--- config.mk ---
export PLATFORM = sky130hd
export DESIGN_NAME = chg_track_regbank
export DESIGN_NICKNAME = d
export VERILOG_FILES = /design/src/rtl/chg_pkg.sv /design/src/rtl/chg_out_cell.sv /design/src/rtl/chg_in_bank.sv /design/src/rtl/chg_read_mux.sv /design/src/rtl/chg_track_regbank.sv
export SDC_FILE = /design/constraint.sdc
export NUM_CORES = 1
export LEC_CHECK = 0
export BUFFER_PORTS_ARGS = -buffer_cell sky130_fd_sc_hd__buf_2
export CORE_MARGIN = 2
export CORE_UTILIZATION = 40
export CTS_CLUSTER_DIAMETER = 40
export DETAILED_ROUTE_END_ITERATION = 10
export GPL_ROUTABILITY_DRIVEN = 0
export HOLD_SLACK_MARGIN = 0.1
export SYNTH_ARGS = -nofsm -noshare
export SYNTH_HDL_FRONTEND = slang
export SYNTH_SLANG_ARGS = --single-unit
export TNS_END_PERCENT = 10
--- constraint.sdc ---
create_clock -name clk -period 3.1 [get_ports clk]
set_input_delay 0.155 -clock clk [delete_from_list [all_inputs] [get_ports clk]]
set_output_delay 0.155 -clock clk [all_outputs]
set_load 0.05 [all_outputs]
--- src/rtl/chg_pkg.sv ---
package chg_pkg;
  typedef enum logic [1:0] {RG_IN, RG_OUT, RG_STAT, RG_NONE} reg_region_e;

  function automatic int div_ceil(input int a, input int b);
    return (a + b - 1) / b;
  endfunction
endpackage

--- src/rtl/chg_out_cell.sv ---
module chg_out_cell #(
  parameter int W = 8
) (
  input  logic         clk,
  input  logic         rst,
  input  logic [W-1:0] d_in,
  input  logic         clr,
  output logic [W-1:0] q,
  output logic         flag
);
  logic diff;
  assign diff = (d_in != q);

  always_ff @(posedge clk) begin
    if (rst) begin
      q    <= '0;
      flag <= 1'b0;
    end else begin
      q <= d_in;
      if (diff)     flag <= 1'b1;
      else if (clr) flag <= 1'b0;
    end
  end

  assert_flag_set_R5: assert property (@(posedge clk) disable iff (rst)
    (d_in != q) |=> flag);
  assert_flag_hold_R6: assert property (@(posedge clk) disable iff (rst)
    (flag && !clr) |=> flag);
  assert_flag_clear_R6: assert property (@(posedge clk) disable iff (rst)
    (clr && d_in == q) |=> !flag);
  assert_set_wins_R7: assert property (@(posedge clk) disable iff (rst)
    (clr && d_in != q) |=> flag);
endmodule

--- src/rtl/chg_in_bank.sv ---
module chg_in_bank
  import chg_pkg::*;
#(
  parameter int N_IN   = 4,
  parameter int PORT_W = 8
) (
  input  logic                     clk,
  input  logic                     rst,
  input  logic                     wr_en,
  input  reg_region_e              region,
  input  int                       idx,
  input  logic [PORT_W-1:0]        wdata,
  output logic [N_IN*PORT_W-1:0]   q_flat
);
  for (genvar j = 0; j < N_IN; j++) begin : g_in
    always_ff @(posedge clk) begin
      if (rst)
        q_flat[j*PORT_W +: PORT_W] <= '0;
      else if (wr_en && region == RG_IN && idx == j)
        q_flat[j*PORT_W +: PORT_W] <= wdata;
    end
  end

  assert_stray_write_R9: assert property (@(posedge clk) disable iff (rst)
    (wr_en && region != RG_IN) |=> $stable(q_flat));
endmodule

--- src/rtl/chg_read_mux.sv ---
module chg_read_mux
  import chg_pkg::*;
#(
  parameter int N_IN   = 4,
  parameter int N_OUT  = 20,
  parameter int PORT_W = 8,
  parameter int BUS_W  = 16,
  localparam int N_STAT = div_ceil(N_OUT, BUS_W)
) (
  input  reg_region_e               region,
  input  int                        idx,
  input  logic [N_IN*PORT_W-1:0]    in_q,
  input  logic [N_OUT*PORT_W-1:0]   out_q,
  input  logic [N_OUT-1:0]          flags,
  output logic [BUS_W-1:0]          word
);
  logic [N_STAT*BUS_W-1:0] flag_pad;

  always_comb begin
    flag_pad = '0;
    flag_pad[N_OUT-1:0] = flags;
  end

  always_comb begin
    word = '0;
    unique case (region)
      RG_IN:
        for (int j = 0; j < N_IN; j++)
          if (idx == j) word[PORT_W-1:0] = in_q[j*PORT_W +: PORT_W];
      RG_OUT:
        for (int p = 0; p < N_OUT; p++)
          if (idx == p) word[PORT_W-1:0] = out_q[p*PORT_W +: PORT_W];
      RG_STAT:
        for (int k = 0; k < N_STAT; k++)
          if (idx == k) word = flag_pad[k*BUS_W +: BUS_W];
      default: word = '0;
    endcase
  end
endmodule

--- src/rtl/chg_track_regbank.sv ---
module chg_track_regbank
  import chg_pkg::*;
#(
  parameter int N_IN   = 4,
  parameter int N_OUT  = 20,
  parameter int PORT_W = 12,
  parameter int BUS_W  = 16,
  localparam int N_STAT = div_ceil(N_OUT, BUS_W),
  localparam int N_TOT  = N_IN + N_OUT + N_STAT,
  localparam int ADDR_W = (N_TOT > 2) ? $clog2(N_TOT) : 1
) (
  input  logic                    clk,
  input  logic                    rst,
  input  logic                    host_wr_en,
  input  logic                    host_rd_en,
  input  logic [ADDR_W-1:0]       host_addr,
  input  logic [BUS_W-1:0]        host_wdata,
  output logic [BUS_W-1:0]        host_rdata,
  output logic                    host_rvalid,
  output logic [N_IN*PORT_W-1:0]  dut_in,
  input  logic [N_OUT*PORT_W-1:0] dut_out
);
  localparam int LAST_BITS = N_OUT - (N_STAT - 1) * BUS_W;

  reg_region_e             region;
  int                      idx;
  int                      a_int;
  logic [N_OUT*PORT_W-1:0] out_q;
  logic [N_OUT-1:0]        flags;
  logic [N_OUT-1:0]        clr;
  logic [BUS_W-1:0]        rd_word;

  // Address decode into region and index within region.
  always_comb begin
    a_int = int'(host_addr);
    if (a_int < N_IN) begin
      region = RG_IN;
      idx    = a_int;
    end else if (a_int < N_IN + N_OUT) begin
      region = RG_OUT;
      idx    = a_int - N_IN;
    end else if (a_int < N_TOT) begin
      region = RG_STAT;
      idx    = a_int - N_IN - N_OUT;
    end else begin
      region = RG_NONE;
      idx    = 0;
    end
  end

  if (PORT_W < BUS_W) begin : g_wide_bus
    logic unused_wdata_hi;
    assign unused_wdata_hi = ^host_wdata[BUS_W-1:PORT_W];
  end

  chg_in_bank #(.N_IN(N_IN), .PORT_W(PORT_W)) u_in (
    .clk(clk), .rst(rst), .wr_en(host_wr_en), .region(region), .idx(idx),
    .wdata(host_wdata[PORT_W-1:0]), .q_flat(dut_in)
  );

  for (genvar p = 0; p < N_OUT; p++) begin : g_out
    assign clr[p] = host_rd_en && (region == RG_OUT) && (idx == p);
    chg_out_cell #(.W(PORT_W)) u_cell (
      .clk(clk), .rst(rst),
      .d_in(dut_out[p*PORT_W +: PORT_W]),
      .clr(clr[p]),
      .q(out_q[p*PORT_W +: PORT_W]),
      .flag(flags[p])
    );
  end

  chg_read_mux #(.N_IN(N_IN), .N_OUT(N_OUT), .PORT_W(PORT_W), .BUS_W(BUS_W)) u_mux (
    .region(region), .idx(idx), .in_q(dut_in), .out_q(out_q),
    .flags(flags), .word(rd_word)
  );

  always_ff @(posedge clk) begin
    if (rst) begin
      host_rdata  <= '0;
      host_rvalid <= 1'b0;
    end else begin
      host_rvalid <= host_rd_en;
      if (host_rd_en) host_rdata <= rd_word;
    end
  end

  assert_rvalid_R10: assert property (@(posedge clk) disable iff (rst)
    host_rd_en |=> host_rvalid);
  assert_rvalid_once_R10: assert property (@(posedge clk) disable iff (rst)
    !host_rd_en |=> !host_rvalid);
  assert_unmapped_zero_R10: assert property (@(posedge clk) disable iff (rst)
    (host_rd_en && int'(host_addr) >= N_TOT) |=> host_rdata == '0);
  assert_pad_zero_R8: assert property (@(posedge clk) disable iff (rst)
    (host_rd_en && int'(host_addr) == N_TOT - 1) |=> (host_rdata >> LAST_BITS) == '0);
  assert_clear_onehot_R6: assert property (@(posedge clk) disable iff (rst)
    $onehot0(clr));
endmodule

# Word-level counts from Yosys, hierarchy flattened
# Cells that the tools add are included.
[totals] reg_bits=325 in_bits=265 out_inout_bits=65 word_cells=214
[op_classes] addsub=2 magnitude_cmp=3 eq_ne=41 mux=74 reduce_logical=48
[ops] op="12-bit two-way mux" count=24
[ops] op="32-bit by 5-bit equality test with 1-bit output, second input constant" count=8
[ops] op="12-bit inequality test" count=20
[ops] op="32-bit by 4-bit equality test with 1-bit output, second input constant" count=4
[ops] op="32-bit by 6-bit equality test with 1-bit output, second input constant" count=4
[ops] op="32-bit two-way mux" count=3
[ops] op="32-bit by 3-bit equality test with 1-bit output, second input constant" count=2
[ops] op="1-bit two-way mux" count=41
[ops] op="2-bit nonzero test" count=20
[ops] op="12-bit case mux with 3 select lines" count=1
[ops] op="32-bit by 2-bit equality test with 1-bit output, second input constant" count=1
[ops] op="32-bit logical NOT" count=1
[ops] op="16-bit two-way mux" count=2
[ops] op="1-bit logical AND" count=26
[ops] op="5-bit less-than comparator, second input constant" count=2
[ops] op="6-bit by 6-bit subtractor with 7-bit output, second input constant" count=1
[ops] op="5-bit by 3-bit subtractor with 6-bit output, second input constant" count=1
[ops] op="5-bit by 3-bit less-than comparator with 1-bit output, second input constant" count=1
[ops] op="2-bit two-way mux" count=2
[ops] op="4-bit two-way mux" count=1
[ops] op="2-bit by 1-bit equality test with 1-bit output, second input constant" count=1
[ops] op="2-bit equality test, second input constant" count=1
[ops] op="2-bit logical NOT" count=1

# Logic depth before layout (Yosys ltp)
[logic_depth] depth_word=27 mapped_depth=16 mapped_depth_nobuf=11

# Hierarchy
# Synthesis repeated with hierarchy kept, for this count alone.
[hier_totals] cells_unflattened=1685 area_unflattened_um2=16128.0
[modules_own_cells] module="chg_out_cell" instances=20 cells_per_inst=44 area_each_um2=483.0 seq_area_each_um2=260.2
[modules_own_cells] module="chg_read_mux" instances=1 cells_per_inst=478 area_each_um2=3199.3 seq_area_each_um2=0.0
[modules_own_cells] module="chg_in_bank" instances=1 cells_per_inst=185 area_each_um2=2144.6 seq_area_each_um2=960.9
[modules_own_cells] module="chg_track_regbank" instances=1 cells_per_inst=142 area_each_um2=1124.8 seq_area_each_um2=340.3

# Least setup slack after synthesis
# OpenSTA, ideal clock, no wires.
[synth_timing] path_type="input -> register" from="in host_addr[2]" to="reg host_rdata[3]" setup_time_ps=66 arrival_ps=2721 required_ps=3034 path_slack_ps=312 cell_stages=12 n_path_buf=1 cell_sequence="buf_2 inv_1 ha_1 ha_1 xor2_1 a221o_4 a2111oi_4 a32o_1 a221oi_1 o221ai_2 o221ai_2 a21oi_2"
[synth_via] elab_chain_cells=27 elab_cells_between_ends=61 cone_classes="2 x add/sub; 3 x order compare; 21 x eq/ne; 33 x mux; 2 x reduce/logical"
[synth_rtl] element="start: declaration" line="chg_track_regbank.sv:16" rtl="input logic [ADDR_W-1:0] host_addr,"
[synth_rtl] element="5-bit by 3-bit subtractor with 6-bit output" line="chg_track_regbank.sv:41, chg_track_regbank.sv:44"
[synth_rtl] element="6-bit by 6-bit subtractor with 7-bit output" line="chg_track_regbank.sv:44" rtl="idx = a_int - N_IN - N_OUT;"
[synth_rtl] element="32-bit two-way mux" line="chg_track_regbank.sv:42" rtl="end else if (a_int < N_TOT) begin"
[synth_rtl] element="32-bit two-way mux" line="chg_track_regbank.sv:39" rtl="end else if (a_int < N_IN + N_OUT) begin"
[synth_rtl] element="32-bit two-way mux" line="chg_track_regbank.sv:36" rtl="if (a_int < N_IN) begin"
[synth_rtl] element="32-bit logical NOT" line="chg_read_mux.sv:29, chg_read_mux.sv:32, chg_read_mux.sv:35"
[synth_rtl] element="12-bit two-way mux (20 in series)" line="chg_read_mux.sv:32" rtl="if (idx == p) word[PORT_W-1:0] = out_q[p*PORT_W +: PORT_W];"
[synth_rtl] element="12-bit case mux with 3 select lines *" line="chg_read_mux.sv:26" rtl="unique case (region)"
[synth_rtl] element="end signal: assignment" line="chg_track_regbank.sv:83" rtl="if (host_rd_en) host_rdata <= rd_word;"
[synth_rtl] element="end: declaration" line="chg_track_regbank.sv:18" rtl="output logic [BUS_W-1:0] host_rdata,"
# Mark *: on every way between the ends. The rest lies on a longest branch, timed or not.
# A chain may end at the register's enable or synchronous reset.

# Worst setup path in the final report
[layout_timing] from="in host_addr[3]" to="reg host_rdata[11]"
# The elaborated chain is that of the path after synthesis.

==> metrics.md <==
| Metric | Value |
|---|---|
| Metal-1 WL | 24,700 um |
| CTS max path bufs | 3 |
| Area fraction in and, or, nand and nor cells after synthesis | 20.6% |
| CP max FO | 6 |
| First-pass GRT wire length | 91,400 um |
| CTS root buf | clkbuf_16 |
| IR drop worst, VDD | approximately 0.42 mV |
| Min Hold Slack | between 0.09 and 0.1 ns |
| FF-to-FF End | host_rdata[11] |
| Critical Path Start Type | input pin |
| Std cell rows | 70 |
| Setup crit end kind | flip-flop |
| Synth warn | 0 |
| EDFF count, synth | 0 |
| TritonCTS buffer count | 50 |
| GRT overflow | 0 |
| CP startpoint | host_addr[3] |
| Vias | 15,286 |
| Count of mapped cells out of synthesis | 1,600 |
| H-tree depth | 2 |
| Synth Cell Area | 14,900 sq um |
| Worst-margin pin slew | 0.844 ns |
| Post-synthesis mux area share | 0% |
| Initial DRC Count | approximately 1,400 |
| DR pass1 iterations | 5 |
| Hold Violations, Final | 0 |
| Met3 wire len | 4960 um |
| Flops & latches, synth | 325 |
| Synth async-reset ratio | 0% |
| Max-slew violations | 0 |
| Fmax | about 350 MHz |
| Largest family of logic cells by synthesized area | simple AND/OR/NAND/NOR gates |
| Pwr Density | 564 nW/um^2 |
| Xor and xnor area share after synthesis | 14.1% |
| Clk Latency, worst-skew pair | 0.58 ns |
| Initial Utilization | 40.7% |
| Complex-gate fraction of the synthesized area | a little under a fifth |
| R2R Setup Slk | 0.75 ns |
| Crit share post-route | 90.9% |
| Die ar. | 38,900 sq um |
| Hold Crit Endpoint | u_in.q_flat[19] |
| Avg Inst Size Synth | 9.34 sq um |
| Die width | 197 um |
| PortBufs | 325 |
| Max layer used | met5 |
| Commonest non-fill, non-tap cell in the layout | dfxtp_1 |
| Post-CTS setup buffer count | 0 |
| I/O Pins | 330 |
| Maximum number of pins on one net before global-route repair | 139 |
| WS Path Type | input pin to flip-flop |
| Final setup vio count | 0 |
| Max Cap Violations | 0 |
| Post_cts resized | 0 |
| Post-route ant nets | 0 |
| Fillers | 3,102 |
| Worst-path clk slew | 0.06 ns |
| Crit path required time | 3.56 ns |
| Adder-cell share of the synthesized area | less than 1% |
| Worst Path Arrival | 3.27 ns |
| Hold Path Depth | 2 |
| WL per Instance | 22.4 um |
| Reg2Reg Launch Point | g_out[0].u_cell.q[11] |
| Slew headroom | a little over two fifths |
| Die outline height | 197 um |
| Cells after DPL | 2,409 |
| Via density | 5.54 |
| Initial antenna violation count | 7 |
| # DRC | 0 |
| Post-synthesis net count | 1,868 |
| R2R depth | 7 |
| Ys flop type | dfxtp_1 |
| # hold bufs at CTS | 253 |
| Tmin final | 2.82 ns |
| CTS tree | built |
| Final non-filler cell total | 2,760 |
| Outcome | completed |
| Tot GR Track Use | around 31% |
| DPL Wire Length | ~45,000 um |
| Hold_sp | rst |
| WL final | around 62,000 um |
| Met2 WL post-DR | around 29,000 um |
| Leak | 9.30 nW |
| Nets@finish | between 2,000 and 3,000 |
| Layout Area Growth over Synthesis | 47.4% |
| Layout cells sized above 1 | 24.3% |
| Register area share after synthesis | a little over two fifths |
| Layout Skew | 0.0149 ns |
| HP Class | input pin to flip-flop |
| Synth unique cells | 80 |
| Core Region | 36,700 sq um |
| Most frequent cells in the layout | 325 x dfxtp_1, 324 x buf_2, 253 x dlygate4sd3_1, 242 x nor2b_1, 217 x xor2_1 |
| Clock sinks | 325 |
| Vias in the first global route | 15,403 |
| RSZ-0062 raised after global routing | no |
## per-layer routing
metal / global-route usage (%) / vias up
li1: - / 7011
met2: 51.5 / 834
met1: 38.8 / 7232
met4: 17.1 / 2
met5: 0 / -
met3: 5.02 / 207
## state kept, by name, indices dropped and copies added, names as in the netlist
name,flops
g_out.u_cell.q,240
g_out.u_cell.flag,20
host_rdata,16
host_rvalid,1
u_in.q_flat,48
## logic make-up (layout without fill, tap and decap cells)
kind of cell | count (synthesis) | count (layout)
AOI/OAI and AO/OA | 370 | 370
xor gates and xnor gates | 241 | 241
adders and majority gates | 3 | 3
buffers and inverters | 100 | 785
DFF | 325 | 325
other | 0 | 7
and+or+nand+nor | 561 | 561
## critical path: stages
cell and delay, ns:
buf_2 0.12, inv_1 0.08, ha_1 0.15, ha_1 0.21, nand3b_1 0.18, buf_4 0.17, o22ai_2 0.10, buf_4 0.18
a222oi_1 0.40, a21oi_1 0.13, buf_4 0.17, a2111oi_0 0.71, buf_4 0.22, a31o_1 0.21, a21oi_1 0.08
## final cells by class
class	count	area, sq um	area share [%]
antenna	7	17.5	0.0795
clock buffer	65	1470	6.68
clock inverter	26	368	1.67
inverter	8	30.0	0.136
multi-input combinational	1175	7990	36.3
sequential	325	6510	29.5
tap	468	586	2.66
timing repair buffer	686	5050	23.0
## Yosys cell counts, types with 20 or more instances
cell | n | area (sq um)
nand3_1 | 26 | 130
dfxtp_1 | 325 | 6510
nor4_1 | 56 | 350
nor2_1 | 38 | 143
buf_2 | 24 | 120
clkbuf_1 | 56 | 210
xnor2_1 | 24 | 210
o22ai_1 | 20 | 125
nor2b_1 | 242 | 1510
a221oi_1 | 28 | 245
xor2_1 | 217 | 1900
nand2_1 | 144 | 541
o21ai_0 | 40 | 200
a21oi_1 | 82 | 410
a22oi_1 | 50 | 375
## how the worst max path moves through the flow
stage / end / slack, ns
2_1_floorplan: host_rdata[3] / 0.31
4_1_cts: host_rdata[11] / 0.39
5_1_grt: host_rdata[11] / 0.13
3_3_place_gp: host_rdata[11] / -0.22
3_5_place_dp: host_rdata[11] / -0.19
6_report: host_rdata[11] / 0.28
## metrics by stage
| step | worst slack [ns] | util (%) | area (sq um) | total power, mW | setup TNS, ns |
|---|---|---|---|---|---|
| after floorplan | 0.312 | - | 14900 | 5.38 | 0 |
| after global placement | -0.220 | 48.0 | 17600 | 6.08 | -0.220 |
| after detailed placement | -0.190 | 48.0 | 17600 | 6.09 | -0.190 |
| after CTS | 0.393 | 60.0 | 22000 | 12.4 | 0 |
| after global routing | 0.132 | 60.0 | 22000 | 12.8 | 0 |
| final | 0.282 | 60.0 | 22000 | 12.4 | 0 |
## power breakdown
group          switching (mW)  leakage [nW]  internal (mW)
clock                    2.14         0.896           3.96
combinational           0.918          5.71          0.833
sequential              0.194          2.69           4.38
Note: power is estimated with default switching activity, not from simulation.
